$ cat config.mk
export PLATFORM = sky130hd
export DESIGN_NAME = bwmon
export DESIGN_NICKNAME = d
export VERILOG_FILES = /design/src/rtl/bwmon_pkg.sv /design/src/rtl/bwmon_slot.sv /design/src/rtl/bwmon_rdmux.sv /design/src/rtl/bwmon.sv
export SDC_FILE = /design/constraint.sdc
export NUM_CORES = 1
export LEC_CHECK = 0
export ABC_CLOCK_PERIOD_IN_PS = 11000
export CELL_PAD_IN_SITES_DETAIL_PLACEMENT = 0
export CELL_PAD_IN_SITES_GLOBAL_PLACEMENT = 1
export CORE_MARGIN = 1
export CORE_UTILIZATION = 55
export CTS_BUF_LIST = sky130_fd_sc_hd__clkbuf_4 sky130_fd_sc_hd__clkbuf_8
export CTS_CLUSTER_DIAMETER = 30
export DETAILED_ROUTE_END_ITERATION = 16
export DONT_BUFFER_PORTS = 1
export PLACE_DENSITY_LB_ADDON = 0.1
export SLEW_MARGIN = 20
export SYNTH_ARGS = -nofsm -noshare
export SYNTH_HDL_FRONTEND = slang
export SYNTH_SLANG_ARGS = --single-unit
$ cat constraint.sdc
create_clock -name clk -period 11 [get_ports clk]
set_input_delay 3.3 -clock clk [delete_from_list [all_inputs] [get_ports clk]]
set_output_delay 3.3 -clock clk [all_outputs]
set_load 0.005 [all_outputs]
$ cat src/rtl/bwmon_pkg.sv
package bwmon_pkg;
  typedef logic [2:0] reg_addr_t;
  localparam reg_addr_t OFS_SEL  = 3'd0;
  localparam reg_addr_t OFS_FILT = 3'd1;
  localparam reg_addr_t OFS_CTRL = 3'd2;
  localparam reg_addr_t OFS_STAT = 3'd3;
  localparam reg_addr_t OFS_CLO  = 3'd4;
  localparam reg_addr_t OFS_CHI  = 3'd5;
  localparam int CTRL_EN  = 0;
  localparam int CTRL_IE  = 1;
  localparam int CTRL_CLR = 2;
  localparam int FILT_GRP_LSB = 16;

  // lower and upper words of a zero-extended counter
  function automatic logic [31:0] low_word(input logic [63:0] c);
    return c[31:0];
  endfunction
  function automatic logic [31:0] high_word(input logic [63:0] c);
    return c[63:32];
  endfunction
endpackage

$ cat src/rtl/bwmon_slot.sv
module bwmon_slot
  import bwmon_pkg::*;
#(
  parameter int PART_W  = 16,
  parameter int GRP_W   = 8,
  parameter int BYTES_W = 16,
  parameter int CNT_W   = 44
) (
  input  logic               clk,
  input  logic               rst_n,
  input  logic               sel_i,
  input  logic               wr_filt_i,
  input  logic               wr_ctrl_i,
  input  logic               wr_stat_i,
  input  logic [31:0]        wdata_i,
  input  logic               xv_i,
  input  logic [PART_W-1:0]  xpart_i,
  input  logic [GRP_W-1:0]   xgrp_i,
  input  logic [BYTES_W-1:0] xbytes_i,
  output logic [CNT_W-1:0]   cnt_o,
  output logic               ovf_o,
  output logic               en_o,
  output logic               ie_o,
  output logic [PART_W-1:0]  fpart_o,
  output logic [GRP_W-1:0]   fgrp_o,
  output logic               hit_o,
  output logic               wrap_o,
  output logic               clr_o
);
  logic [CNT_W:0] sum_ext;
  logic           unused_wdata;

  assign unused_wdata = ^wdata_i;
  assign hit_o   = xv_i && en_o && (xpart_i == fpart_o) && (xgrp_i == fgrp_o);
  assign sum_ext = {1'b0, cnt_o} + (CNT_W+1)'(xbytes_i);
  assign wrap_o  = hit_o && sum_ext[CNT_W];
  assign clr_o   = sel_i && wr_ctrl_i && wdata_i[CTRL_CLR];

  always_ff @(posedge clk) begin
    if (!rst_n) begin
      fpart_o <= '0;
      fgrp_o  <= '0;
      en_o    <= 1'b0;
      ie_o    <= 1'b0;
    end else begin
      if (sel_i && wr_filt_i) begin
        fpart_o <= wdata_i[PART_W-1:0];
        fgrp_o  <= wdata_i[FILT_GRP_LSB +: GRP_W];
      end
      if (sel_i && wr_ctrl_i) begin
        en_o <= wdata_i[CTRL_EN];
        ie_o <= wdata_i[CTRL_IE];
      end
    end
  end

  always_ff @(posedge clk) begin
    if (!rst_n) begin
      cnt_o <= '0;
      ovf_o <= 1'b0;
    end else if (clr_o) begin
      cnt_o <= '0;
      ovf_o <= 1'b0;
    end else begin
      if (hit_o) cnt_o <= sum_ext[CNT_W-1:0];
      if (wrap_o) ovf_o <= 1'b1;
      else if (sel_i && wr_stat_i && wdata_i[0]) ovf_o <= 1'b0;
    end
  end
endmodule

$ cat src/rtl/bwmon_rdmux.sv
module bwmon_rdmux
  import bwmon_pkg::*;
#(
  parameter int NUM_SLOTS = 4,
  parameter int PART_W    = 16,
  parameter int GRP_W     = 8,
  parameter int CNT_W     = 44,
  parameter int SEL_W     = 2
) (
  input  logic                                clk,
  input  logic                                rst_n,
  input  logic                                rd_i,
  input  reg_addr_t                           addr_i,
  input  logic [SEL_W-1:0]                    sel_i,
  input  logic                                sel_ok_i,
  input  logic [NUM_SLOTS-1:0][CNT_W-1:0]     cnt_all_i,
  input  logic [NUM_SLOTS-1:0]                ovf_i,
  input  logic [NUM_SLOTS-1:0]                en_i,
  input  logic [NUM_SLOTS-1:0]                ie_i,
  input  logic [NUM_SLOTS-1:0][PART_W-1:0]    fpart_i,
  input  logic [NUM_SLOTS-1:0][GRP_W-1:0]     fgrp_i,
  output logic [31:0]                         rdata_o,
  output logic                                rd_lo_o
);
  logic [63:0] cnt_sel;
  logic [31:0] shadow_q, rd_next, filt_word;

  always_comb begin
    cnt_sel   = '0;
    filt_word = '0;
    if (sel_ok_i) begin
      cnt_sel = 64'(cnt_all_i[sel_i]);
      filt_word[PART_W-1:0] = fpart_i[sel_i];
      filt_word[FILT_GRP_LSB +: GRP_W] = fgrp_i[sel_i];
    end
  end

  always_comb begin
    rd_next = '0;
    case (addr_i)
      OFS_SEL:  rd_next = 32'(sel_i);
      OFS_FILT: rd_next = filt_word;
      OFS_CTRL: rd_next = {30'd0, sel_ok_i && ie_i[sel_i], sel_ok_i && en_i[sel_i]};
      OFS_STAT: rd_next = {31'd0, sel_ok_i && ovf_i[sel_i]};
      OFS_CLO:  rd_next = low_word(cnt_sel);
      OFS_CHI:  rd_next = shadow_q;
      default:  rd_next = '0;
    endcase
  end

  always_ff @(posedge clk) begin
    if (!rst_n) begin
      rdata_o  <= '0;
      shadow_q <= '0;
      rd_lo_o  <= 1'b0;
    end else begin
      rd_lo_o <= rd_i && (addr_i == OFS_CLO);
      if (rd_i) rdata_o <= rd_next;
      if (rd_i && addr_i == OFS_CLO) shadow_q <= high_word(cnt_sel);
    end
  end
endmodule

$ cat src/rtl/bwmon.sv
module bwmon
  import bwmon_pkg::*;
#(
  parameter int NUM_SLOTS = 4,
  parameter int PART_W    = 16,
  parameter int GRP_W     = 8,
  parameter int BYTES_W   = 16,
  parameter int CNT_W     = 44,
  parameter bit HAS_IRQ   = 1'b1
) (
  input  logic               clk,
  input  logic               rst_n,
  input  logic               xfer_valid,
  input  logic [PART_W-1:0]  xfer_part,
  input  logic [GRP_W-1:0]   xfer_grp,
  input  logic [BYTES_W-1:0] xfer_bytes,
  input  logic               reg_wr,
  input  logic               reg_rd,
  input  logic [2:0]         reg_addr,
  input  logic [31:0]        reg_wdata,
  output logic [31:0]        reg_rdata,
  output logic               ovf_irq
);
  localparam int SEL_W = (NUM_SLOTS > 1) ? $clog2(NUM_SLOTS) : 1;

  logic [SEL_W-1:0]                 sel_q;
  logic                             sel_ok;
  logic                             wr_filt, wr_ctrl, wr_stat;
  logic [NUM_SLOTS-1:0][CNT_W-1:0]  cnt_all;
  logic [NUM_SLOTS-1:0][PART_W-1:0] fpart_all;
  logic [NUM_SLOTS-1:0][GRP_W-1:0]  fgrp_all;
  logic [NUM_SLOTS-1:0]             en_vec, ie_vec, ovf_vec;
  logic [NUM_SLOTS-1:0]             hit_vec, wrap_vec, clr_vec;
  logic                             rd_lo_q;

  assign sel_ok  = (32'(sel_q) < NUM_SLOTS);
  assign wr_filt = reg_wr && (reg_addr == OFS_FILT);
  assign wr_ctrl = reg_wr && (reg_addr == OFS_CTRL);
  assign wr_stat = reg_wr && (reg_addr == OFS_STAT);

  always_ff @(posedge clk) begin
    if (!rst_n) sel_q <= '0;
    else if (reg_wr && reg_addr == OFS_SEL) sel_q <= reg_wdata[SEL_W-1:0];
  end

  for (genvar g = 0; g < NUM_SLOTS; g++) begin : g_slot
    bwmon_slot #(
      .PART_W(PART_W), .GRP_W(GRP_W), .BYTES_W(BYTES_W), .CNT_W(CNT_W)
    ) u_slot (
      .clk(clk), .rst_n(rst_n),
      .sel_i(sel_ok && (sel_q == SEL_W'(g))),
      .wr_filt_i(wr_filt), .wr_ctrl_i(wr_ctrl), .wr_stat_i(wr_stat),
      .wdata_i(reg_wdata),
      .xv_i(xfer_valid), .xpart_i(xfer_part), .xgrp_i(xfer_grp), .xbytes_i(xfer_bytes),
      .cnt_o(cnt_all[g]), .ovf_o(ovf_vec[g]), .en_o(en_vec[g]), .ie_o(ie_vec[g]),
      .fpart_o(fpart_all[g]), .fgrp_o(fgrp_all[g]),
      .hit_o(hit_vec[g]), .wrap_o(wrap_vec[g]), .clr_o(clr_vec[g])
    );
  end

  if (HAS_IRQ) begin : g_irq
    assign ovf_irq = |(ovf_vec & ie_vec);
  end else begin : g_noirq
    assign ovf_irq = 1'b0;
  end

  bwmon_rdmux #(
    .NUM_SLOTS(NUM_SLOTS), .PART_W(PART_W), .GRP_W(GRP_W), .CNT_W(CNT_W), .SEL_W(SEL_W)
  ) u_rdmux (
    .clk(clk), .rst_n(rst_n), .rd_i(reg_rd), .addr_i(reg_addr),
    .sel_i(sel_q), .sel_ok_i(sel_ok),
    .cnt_all_i(cnt_all), .ovf_i(ovf_vec), .en_i(en_vec), .ie_i(ie_vec),
    .fpart_i(fpart_all), .fgrp_i(fgrp_all),
    .rdata_o(reg_rdata), .rd_lo_o(rd_lo_q)
  );
endmodule

==> impl_metrics.yaml, run 1 <==
pwr:
  p_leak_nw: 7.87
  power.density_nw_per_um2: 147
  power.internal_w: 0.00251
  comb_power_share_pct: 4.1
  vdd_drop_max_mv: 0.133
  sw_frac_of_total_pct: 23.7
  total_power_w: 0.00329
  seqPwrFrac_pct: 36.6
  switchingPower_w: 0.000781
  p_clk_share_pct: 59.3
grt:
  globalRoute.totalOverflow: 0
  grt_max_degree: 159
  antenna_found_initial: 0
  gr-usage-all-layers_pct: 35.1
  grt_pass1_vias: 16206
  grt_use_met3_pct: 6.76
  grt_use_met1_pct: 48.1
  grt-busiest-layer: "met2"
  use_met2_pct: 54.3
  grt_pass1_wl_um: 96800
cts:
  htree_levels: 3
  cts_buffers: 90
  cts_hold_buffers: 0
  insertion_delay_ns: 0.67
  postCtsSetupRepairBufs: 0
  cts.sinks: 330
  cts_tree: "built"
  cts_resized: 0
  clock_path_buffers: 3
  clk_pin_slew_worst_paths_ns: 0.06
  cts-root-buf: "clkbuf_8"
floorplanning:
  ioPinCount: 113
  start_util_pct: 55.8
  fp.dieW_um: 192
  rows: 69
  fp.dieH_um: 192
  core-area_um2: 35500
  die-area_um2: 36800
route:
  route.vias.total: 17228
  drc: 0
  via_per_inst: 6.18
  antenna_left: 0
  routedWlPerCell_um: 23.1
  finalWirelength_um: 64500
  drt_pre_antenna_iters: 7
  drt_iter0_drc: 1273
timing:
  fin_skew_ns: 0.0401
  drv_slew: 0
  hold_viol_final: 0
  setup_viol: 0
  hold-worst-slack_ns: 0.470
  max_freq_mhz: 162
  tightest_slew_ns: 1.07
  finalCritPeriodShare_pct: 56.1
  post-route-min-period_ns: 6.17
  rsz0062_at_grt: "false"
  finalWorstSetupSlack_ns: 4.83
  setup-tns-final_ns: 0
  slew-limit-headroom_pct: 28.7
final_layout:
  drive_above_1_share_pct: 13.8
  fin_nets: 2399
  regArea_um2: 6610
  multi_input_area_um2: 12600
  fill_cells: 3169
  layout.cells.non_filler: 2789
  area_delta_synth_final_pct: 13.0
  diodes: 0
logic_synthesis:
  ys_types: 75
  synth_area_leader_cell: "dfxtp_1"
  postSynthAreaPerCell_um2: 8.78
  netlist_area_um2: 19800
  synth_seq_area_share_pct: 33.3
  ys.warnings.count: 0
  synth-edff-count: 0
  ys.flop_type: "dfxtp_1"
  synth_commonest_cells: "nand2_1, dfxtp_1, nor2_1, a21boi_0, xnor2_1"
  syn_nets: 2404
  synth_top_cell_area_share_pct: 33.3
  yosysMostFrequentCell: "nand2_1"
  ys_ff_latch: 330
  async_flop_share_pct: 0
  synthCells: 2256
  synthTopCellsByArea: "dfxtp_1, mux4_2, nand2_1"
worst_hold_path:
  min_path_cells: 2
  hold_path_class: "reg -> reg"
place:
  dp_cells: 2619
  dp_hpwl_um: 46100
  port_buffers: 0
  preCtsSetupSlack_ns: 4.21
  place_congestion: 0.964
critical_path:
  cp_data_required_time_ns: 11.58
  cpMostUsedCell: "a21oi_1"
  cp-start-kind: "input port"
  crit_chain: "ha_1 > inv_1 > fa_1 > nand2b_1 > a21oi_1 > o211ai_1 > a211oi_1 > a31oi_1 > buf_4 > or4_1 > or3_1 > a21oi_1"
  crit_family: "compound AO/OA/AOI/OAI gates"
  crit_path_max_incr_delay_ns: 0.61
  cp_num_cells: 12
  r2r_cells: 12
  cp-end-kind: "register"
  cp_slowest_cell: "or4_1"
  critPathKind: "in -> reg"
  path_buf_inv: 2
  arrival_ns: 6.75
  worstPathMaxFanout: 13
outcome:
  status: "completed"
flow_run:
  maxCapViolCount: 0
[layer usage]
| metal | vias up | part of all wire (%) |
|---|---|---|
| li1 | 8139 | - |
| met3 | 121 | 7.6 |
| met5 | - | 0 |
| met2 | 625 | 45 |
| met1 | 8343 | 44 |
| met4 | 0 | 3.2 |
[kinds of logic (layout without fill, tap and decap cells)]
group                      after synthesis  after routing  share of synthesized area, %
adders and majority gates               68             68                          4.45
AOI/OAI and AO/OA                      438            438                          15.3
and+or+nand+nor                        909            909                          22.8
DFF                                    330            330                          33.3
xor gates and xnor gates               199            199                          8.80
buffers and inverters                  163            235                          3.25
muxes                                  149            149                          12.1
[power groups by stage]
stage / Sequential, W / Clock, W / Combinational (W)
floorplan: 0.00123 / 0 / 0.000106
global placement: 0.00123 / 0 / 0.000129
detailed placement: 0.00123 / 0 / 0.000130
CTS: 0.00120 / 0.00197 / 0.000131
global route: 0.00120 / 0.00204 / 0.000143
finish: 0.00120 / 0.00195 / 0.000134
[through the flow]
step / area (um^2) / util, %
2_1_floorplan: 19800 / -
3_3_place_gp: 20100 / 56.8
3_5_place_dp: 20100 / 56.8
4_1_cts: 22400 / 63.0
5_1_grt: 22400 / 63.1
6_report: 22400 / 63.1
[worst min-delay path: cells and delay by family, from the launching register on]
| family | cells | cell delay [ns] |
|---|---|---|
| AO/OA/AOI/OAI | 1 | 0.05 |
| AND/OR/NAND/NOR | 1 | 0.06 |
| flip-flops | 1 | 0.32 |
[area by class of cell]
cell class / instances / area share, %
clock buffers: 120 / 7.10
clock inverters: 49 / 2.80
inverters: 42 / 0.704
multi-input cells: 1763 / 56.4
flip-flops and latches: 330 / 29.6
well taps: 461 / 2.58
repair buffers: 24 / 0.855
[flip-flops by register name, indices dropped and copies added (netlist names)]
register,flops
u_rdmux.shadow_q,12
g_slot.u_slot.cnt_o,176
g_slot.u_slot.fpart_o,64
g_slot.u_slot.en_o,4
g_slot.u_slot.ovf_o,4
sel_q,2
u_rdmux.rdata_o,32
g_slot.u_slot.fgrp_o,32
g_slot.u_slot.ie_o,4
[path summary, 6_finish.rpt]
| check | from | endpoint | slack (ns) |
|---|---|---|---|
| hold / removal | g_slot[3].u_slot.cnt_o[14]$_SDFFE_PP0P_ | g_slot[3].u_slot.cnt_o[14]$_SDFFE_PP0P_ | 0.47 |
| setup / recovery | xfer_bytes[0] | g_slot[3].u_slot.cnt_o[20]$_SDFFE_PP0P_ | 4.83 |
| hold reg to reg | g_slot[3].u_slot.cnt_o[14]$_SDFFE_PP0P_ | g_slot[3].u_slot.cnt_o[14]$_SDFFE_PP0P_ | 0.47 |
| setup reg to reg | g_slot[3].u_slot.cnt_o[0]$_SDFFE_PP0P_ | g_slot[3].u_slot.cnt_o[20]$_SDFFE_PP0P_ | 7.07 |
[layout by cell type, fill, tap and decap left out, types with 26 or more instances in the layout]
cell | synthesis | routed
a21boi_0 | 123 | 123
xnor2_1 | 115 | 115
nor4_1 | 33 | 33
nand3_1 | 42 | 42
xor2_1 | 84 | 84
a211oi_1 | 26 | 26
a21oi_1 | 82 | 82
ha_1 | 64 | 64
nand4_1 | 39 | 39
mux4_2 | 71 | 71
inv_1 | 41 | 41
mux2i_1 | 67 | 67
clkbuf_8 | 0 | 110
dfxtp_1 | 330 | 328
o21ai_0 | 38 | 37
nand2_1 | 371 | 370
nand2b_1 | 43 | 43
a22oi_1 | 26 | 26
nor2b_1 | 34 | 34
nor2_1 | 168 | 164
No activity file was read; power rests on OpenSTA's default activity.
==> run 2: changes to the inputs <==
ABC_CLOCK_PERIOD_IN_PS = 6400   (was 11000)
CORE_UTILIZATION = 51   (was 55)
clock period = 6.4 ns   (was 11 ns; I/O delays follow)
==> impl_metrics.yaml, run 2 (same netlist as run 1, synthesis figures left out) <==
floorplanning:
  fp.dieW_um: 199
  fp.dieH_um: 199
  start_util_pct: 52.2
  ioPinCount: 113
  rows: 71
  die-area_um2: 39600
  core-area_um2: 37900
outcome:
  status: "completed"
critical_path:
  path_buf_inv: 1
  cp-start-kind: "input port"
  crit_path_max_incr_delay_ns: 0.70
  critPathKind: "in -> reg"
  cp_slowest_cell: "or4_1"
  r2r_end: "g_slot[3].u_slot.cnt_o[22]$_SDFFE_PP0P_"
  crit_chain: "ha_1 > inv_1 > fa_1 > nand2b_1 > a21oi_1 > o211ai_1 > a211oi_1 > a31oi_1 > or4_1 > or3_1 > a21oi_1"
  arrival_ns: 5.35
  cp_num_cells: 11
  cpMostUsedCell: "a21oi_1"
  crit_family: "compound AO/OA/AOI/OAI gates"
  cp_data_required_time_ns: 6.99
  cp-end-kind: "register"
  reg2reg_from: "g_slot[3].u_slot.cnt_o[0]$_SDFFE_PP0P_"
  rrSetupSlack_ns: 2.52
  setup.worst_path.end: "g_slot[3].u_slot.cnt_o[22]$_SDFFE_PP0P_"
  worstPathMaxFanout: 6
  r2r_cells: 11
  startpoint: "xfer_bytes[0]"
grt:
  grt_use_met3_pct: 7.16
  globalRoute.totalOverflow: 0
  grt_use_met1_pct: 46.0
  grt_max_degree: 159
  use_met2_pct: 51.7
  grt_pass1_wl_um: 99000
  grt-busiest-layer: "met2"
  gr-usage-all-layers_pct: 33.6
  grt_pass1_vias: 16323
  antenna_found_initial: 1
final_layout:
  largest_register: "g_slot.u_slot.cnt_o"
  fin_nets: 2399
  top_regs: "g_slot.u_slot.cnt_o x176, g_slot.u_slot.fpart_o x64"
  diodes: 0
  drive_above_1_share_pct: 13.7
  area_delta_synth_final_pct: 13.0
  final_cell_mix: "nand2_1, dfxtp_1, nor2_1"
  largest_reg_flops: 176
  final_common_cell: "nand2_1"
place:
  dp_hpwl_um: 47600
  place_congestion: 0.966
  port_buffers: 0
  preCtsSetupSlack_ns: 1.02
pwr:
  p_clk_share_pct: 58.7
  power.density_nw_per_um2: 249
  switchingPower_w: 0.00131
  sw_frac_of_total_pct: 23.5
  comb_power_share_pct: 4.1
  vdd_drop_max_mv: 0.185
  power.internal_w: 0.00427
  seqPwrFrac_pct: 37.1
  p_leak_nw: 7.86
timing:
  drv_slew: 0
  rsz0062_at_grt: "false"
  tightest_slew_ns: 1.06
  hold_viol_final: 0
  post-route-min-period_ns: 4.75
  fin_skew_ns: 0.0219
  finalCritPeriodShare_pct: 74.3
  max_freq_mhz: 210
  setup_viol: 0
  finalWorstSetupSlack_ns: 1.65
  slew-limit-headroom_pct: 29.2
  setup-tns-final_ns: 0
route:
  route.vias.total: 17311
  drc: 0
  routedWlPerCell_um: 23.4
  finalWirelength_um: 66400
  drt_pre_antenna_iters: 7
  antenna_left: 0
  drt_iter0_drc: 1208
  via_per_inst: 6.10
cts:
  htree_levels: 3
  postCtsSetupRepairBufs: 0
  cts.sinks: 330
  cts-root-buf: "clkbuf_8"
  cts_buffers: 89
  insertion_delay_ns: 0.66
  clk_pin_slew_worst_paths_ns: 0.06
  cts_hold_buffers: 0
  clock_path_buffers: 3
  cts_tree: "built"
  cts_resized: 0
flow_run:
  maxCapViolCount: 0
worst_hold_path:
  hold_path_class: "reg -> reg"
## run 2: changes by cell type in the layout (fill, tap and decap cells not counted), moves of 2 or more
cell / delta
buf_4: +2
bufinv_16: -2
clkbuf_8: +4
clkinv_4: +2
clkinvlp_4: -5
inv_6: +2
inv_8: -4
nor2_2: -2
nor2_4: +2
## run 2: worst min-delay path, delay by kind of cell (launching register included)
kind,cells,cell delay (ns)
flip-flops,1,0.32
AND/OR/NAND/NOR,1,0.06
AO/OA/AOI/OAI,1,0.05
## run 2: per-layer routing
metal | routed length [um] | part of all wire, %
met1 | 29800 | 45
met2 | 29800 | 45
met3 | 4790 | 7.2
met4 | 2020 | 3.0
met5 | 14 | 0.021
## run 2: how the worst min path moves through the flow
| stage | from | end | cells after the start |
|---|---|---|---|
| final | g_slot[3].u_slot.cnt_o[14]$_SDFFE_PP0P_ | g_slot[3].u_slot.cnt_o[14]$_SDFFE_PP0P_ | 2 |
| after global routing | g_slot[3].u_slot.cnt_o[14]$_SDFFE_PP0P_ | g_slot[3].u_slot.cnt_o[14]$_SDFFE_PP0P_ | 2 |
| after CTS | g_slot[3].u_slot.cnt_o[14]$_SDFFE_PP0P_ | g_slot[3].u_slot.cnt_o[14]$_SDFFE_PP0P_ | 2 |
| after detailed placement | g_slot[3].u_slot.cnt_o[14]$_SDFFE_PP0P_ | g_slot[3].u_slot.cnt_o[14]$_SDFFE_PP0P_ | 2 |
| after global placement | g_slot[3].u_slot.cnt_o[14]$_SDFFE_PP0P_ | g_slot[3].u_slot.cnt_o[14]$_SDFFE_PP0P_ | 2 |
| after floorplan | u_rdmux.shadow_q[10]$_SDFFE_PN0P_ | u_rdmux.shadow_q[10]$_SDFFE_PN0P_ | 2 |
## run 2: cell type report
| cell class | count | area [um^2] |
|---|---|---|
| Clock inverter | 40 | 509 |
| Sequential cell | 330 | 6610 |
| Multi-Input combinational cell | 1763 | 12600 |
| Inverter | 42 | 158 |
| Timing Repair Buffer | 25 | 191 |
| Tap cell | 511 | 639 |
| Fill cell | 3467 | 15500 |
| Clock buffer | 125 | 1650 |
## run 2: stage by stage
stage	std cells	hold WS, ns	power, W	area, um^2	util (%)
floorplan	2256	0.440	0.00229	19800	-
global placement	2670	0.459	0.00234	20200	53.3
detailed placement	2670	0.465	0.00234	20200	53.3
CTS	2835	0.471	0.00561	22400	59.0
global route	2836	0.492	0.00574	22400	59.0
finish	2836	0.474	0.00558	22400	59.0
## run 2: power groups by stage
stage	Combinational [W]	Sequential, W	Clock, W
floorplan	0.000182	0.00211	0
CTS	0.000226	0.00207	0.00331
finish	0.000231	0.00207	0.00328
detailed placement	0.000225	0.00211	0
global placement	0.000224	0.00211	0
global route	0.000246	0.00207	0.00342
==> run 3: changes to the inputs <==
ABC_CLOCK_PERIOD_IN_PS = 4380   (was 6400)
clock period = 4.38 ns   (was 6.4 ns; I/O delays follow)
==> impl_metrics.yaml, run 3 (same netlist as run 1, synthesis figures left out) <==
outcome:
  status: "completed"
timing:
  rsz0062_at_grt: "false"
  fin_skew_ns: 0.0179
  max_freq_mhz: 271
  drv_slew: 0
  post-route-min-period_ns: 3.69
  setup-tns-final_ns: 0
  slew-limit-headroom_pct: 29.3
  tightest_slew_ns: 1.06
  setup_viol: 0
  finalCritPeriodShare_pct: 84.4
  hold_viol_final: 0
route:
  routedWlPerCell_um: 23.4
  drt_iter0_drc: 1346
  drt_pre_antenna_iters: 5
  antenna_left: 0
  via_per_inst: 6.12
  finalWirelength_um: 66600
  drc: 0
  route.vias.total: 17403
floorplanning:
  ioPinCount: 113
  fp.dieH_um: 199
  die-area_um2: 39600
  fp.dieW_um: 199
  core-area_um2: 37900
  rows: 71
  start_util_pct: 52.2
pwr:
  sw_frac_of_total_pct: 23.6
  switchingPower_w: 0.00184
  power.density_nw_per_um2: 348
  power.internal_w: 0.00595
  p_leak_nw: 7.84
  vdd_drop_max_mv: 0.326
  comb_power_share_pct: 4.5
  p_clk_share_pct: 56.7
  seqPwrFrac_pct: 38.8
critical_path:
  crit_path_max_incr_delay_ns: 0.68
  worstPathMaxFanout: 6
  r2r_end: "g_slot[3].u_slot.cnt_o[20]$_SDFFE_PP0P_"
  critPathKind: "in -> reg"
  rrSetupSlack_ns: 0.96
  cp_num_cells: 13
  r2r_cells: 13
  path_buf_inv: 3
  setup.worst_path.end: "g_slot[3].u_slot.cnt_o[20]$_SDFFE_PP0P_"
  reg2reg_from: "g_slot[3].u_slot.cnt_o[0]$_SDFFE_PP0P_"
  cp_data_required_time_ns: 4.96
  cp-end-kind: "register"
  crit_chain: "ha_1 > inv_1 > fa_1 > nand2b_1 > a21oi_1 > buf_4 > o211ai_1 > a211oi_1 > buf_4 > a31oi_1 > or4_1 > or3_1 > a21oi_1"
  startpoint: "xfer_bytes[0]"
  cp-start-kind: "input port"
  arrival_ns: 4.28
  crit_family: "simple AND/OR/NAND/NOR gates"
  cp_slowest_cell: "or4_1"
final_layout:
  final_cell_mix: "nand2_1, dfxtp_1, nor2_1"
  post-route-util_pct: 59.0
  largest_reg_flops: 176
  area_delta_synth_final_pct: 12.9
  drive_above_1_share_pct: 13.8
  largest_register: "g_slot.u_slot.cnt_o"
  top_regs: "g_slot.u_slot.cnt_o x176, g_slot.u_slot.fpart_o x64"
  final_common_cell: "nand2_1"
  fin_nets: 2415
grt:
  antenna_found_initial: 2
  grt_pass1_wl_um: 99100
  grt_max_degree: 159
  globalRoute.totalOverflow: 0
  gr-usage-all-layers_pct: 33.6
  grt_pass1_vias: 16316
cts:
  htree_levels: 3
  cts_hold_buffers: 0
  cts_resized: 0
  clock_path_buffers: 3
  cts_buffers: 81
  postCtsSetupRepairBufs: 0
  insertion_delay_ns: 0.66
  cts.sinks: 330
  cts-root-buf: "clkbuf_8"
  cts_tree: "built"
  clk_pin_slew_worst_paths_ns: 0.06
flow_run:
  maxCapViolCount: 0
place:
  port_buffers: 0
  place_congestion: 0.997
  dp_hpwl_um: 48400
worst_hold_path:
  hold_path_class: "reg -> reg"
## run 3: cell count changes in the layout (fill, tap and decap cells not counted), sizes merged
| cell | previous run | this run |
|---|---|---|
| inv | 45 | 42 |
| clkbuf | 125 | 104 |
| clkinvlp | 5 | 10 |
| diode | 0 | 2 |
| bufinv | 11 | 13 |
| clkinv | 21 | 20 |
| buf | 25 | 49 |
## run 3: metal layers
| metal | vias to the layer above | global-route usage, % | share of wire, % |
|---|---|---|---|
| met5 | - | 0 | 0 |
| met4 | 0 | 10.8 | 2.7 |
| met3 | 114 | 6.94 | 7.5 |
| met2 | 652 | 52.8 | 45 |
| met1 | 8463 | 46.1 | 45 |
| li1 | 8174 | - | - |
## run 3: layout make-up
type	count	area, um^2
antenna	2	5.00
inverter	42	158
multi-input combinational	1763	12600
timing repair buffer	49	393
clock buffer	104	1360
clock inverter	43	576
fill	3477	15600
tap	511	639
sequential	330	6610
## run 3: power by group through the flow
stage	Clock, W	Combinational, W	Sequential (W)
3_3_place_gp	0	0.000335	0.00309
6_report	0.00442	0.000349	0.00302
2_1_floorplan	0	0.000266	0.00308
3_5_place_dp	0	0.000338	0.00309
4_1_cts	0.00447	0.000340	0.00302
5_1_grt	0.00461	0.000368	0.00302
## run 3: worst min-delay path by stage
stage                                                 start  slack (ns)                                       to  cells after the start
floorplan                 u_rdmux.shadow_q[10]$_SDFFE_PN0P_        0.44        u_rdmux.shadow_q[10]$_SDFFE_PN0P_                      2
global placement    g_slot[3].u_slot.cnt_o[14]$_SDFFE_PP0P_        0.46  g_slot[3].u_slot.cnt_o[14]$_SDFFE_PP0P_                      2
detailed placement  g_slot[3].u_slot.cnt_o[14]$_SDFFE_PP0P_        0.46  g_slot[3].u_slot.cnt_o[14]$_SDFFE_PP0P_                      2
CTS                 g_slot[3].u_slot.cnt_o[14]$_SDFFE_PP0P_        0.47  g_slot[3].u_slot.cnt_o[14]$_SDFFE_PP0P_                      2
global route         g_slot[3].u_slot.cnt_o[3]$_SDFFE_PP0P_        0.49   g_slot[3].u_slot.cnt_o[3]$_SDFFE_PP0P_                      2
finish              g_slot[3].u_slot.cnt_o[14]$_SDFFE_PP0P_        0.47  g_slot[3].u_slot.cnt_o[14]$_SDFFE_PP0P_                      2
## run 3: worst reg2reg max path: stages, from the launching register on
cell,delay [ns]
dfxtp_1,0.36
ha_1,0.17
inv_1,0.05
fa_1,0.39
nand2b_1,0.18
a21oi_1,0.13
buf_4,0.15
o211ai_1,0.16
a211oi_1,0.23
buf_4,0.16
a31oi_1,0.21
or4_1,0.68
or3_1,0.34
a21oi_1,0.14
## run 3: through the flow
stage / hold slack [ns] / instances / power [W] / setup slack, ns / cell area [um^2]
6_report: 0.470 / 2844 / 0.00779 / 0.685 / 22400
5_1_grt: 0.494 / 2844 / 0.00800 / 0.507 / 22400
2_1_floorplan: 0.440 / 2256 / 0.00335 / 0.416 / 19800
3_5_place_dp: 0.461 / 2695 / 0.00342 / 0.0382 / 20400
4_1_cts: 0.469 / 2842 / 0.00783 / 0.734 / 22400
3_3_place_gp: 0.457 / 2695 / 0.00342 / 0.0371 / 20400
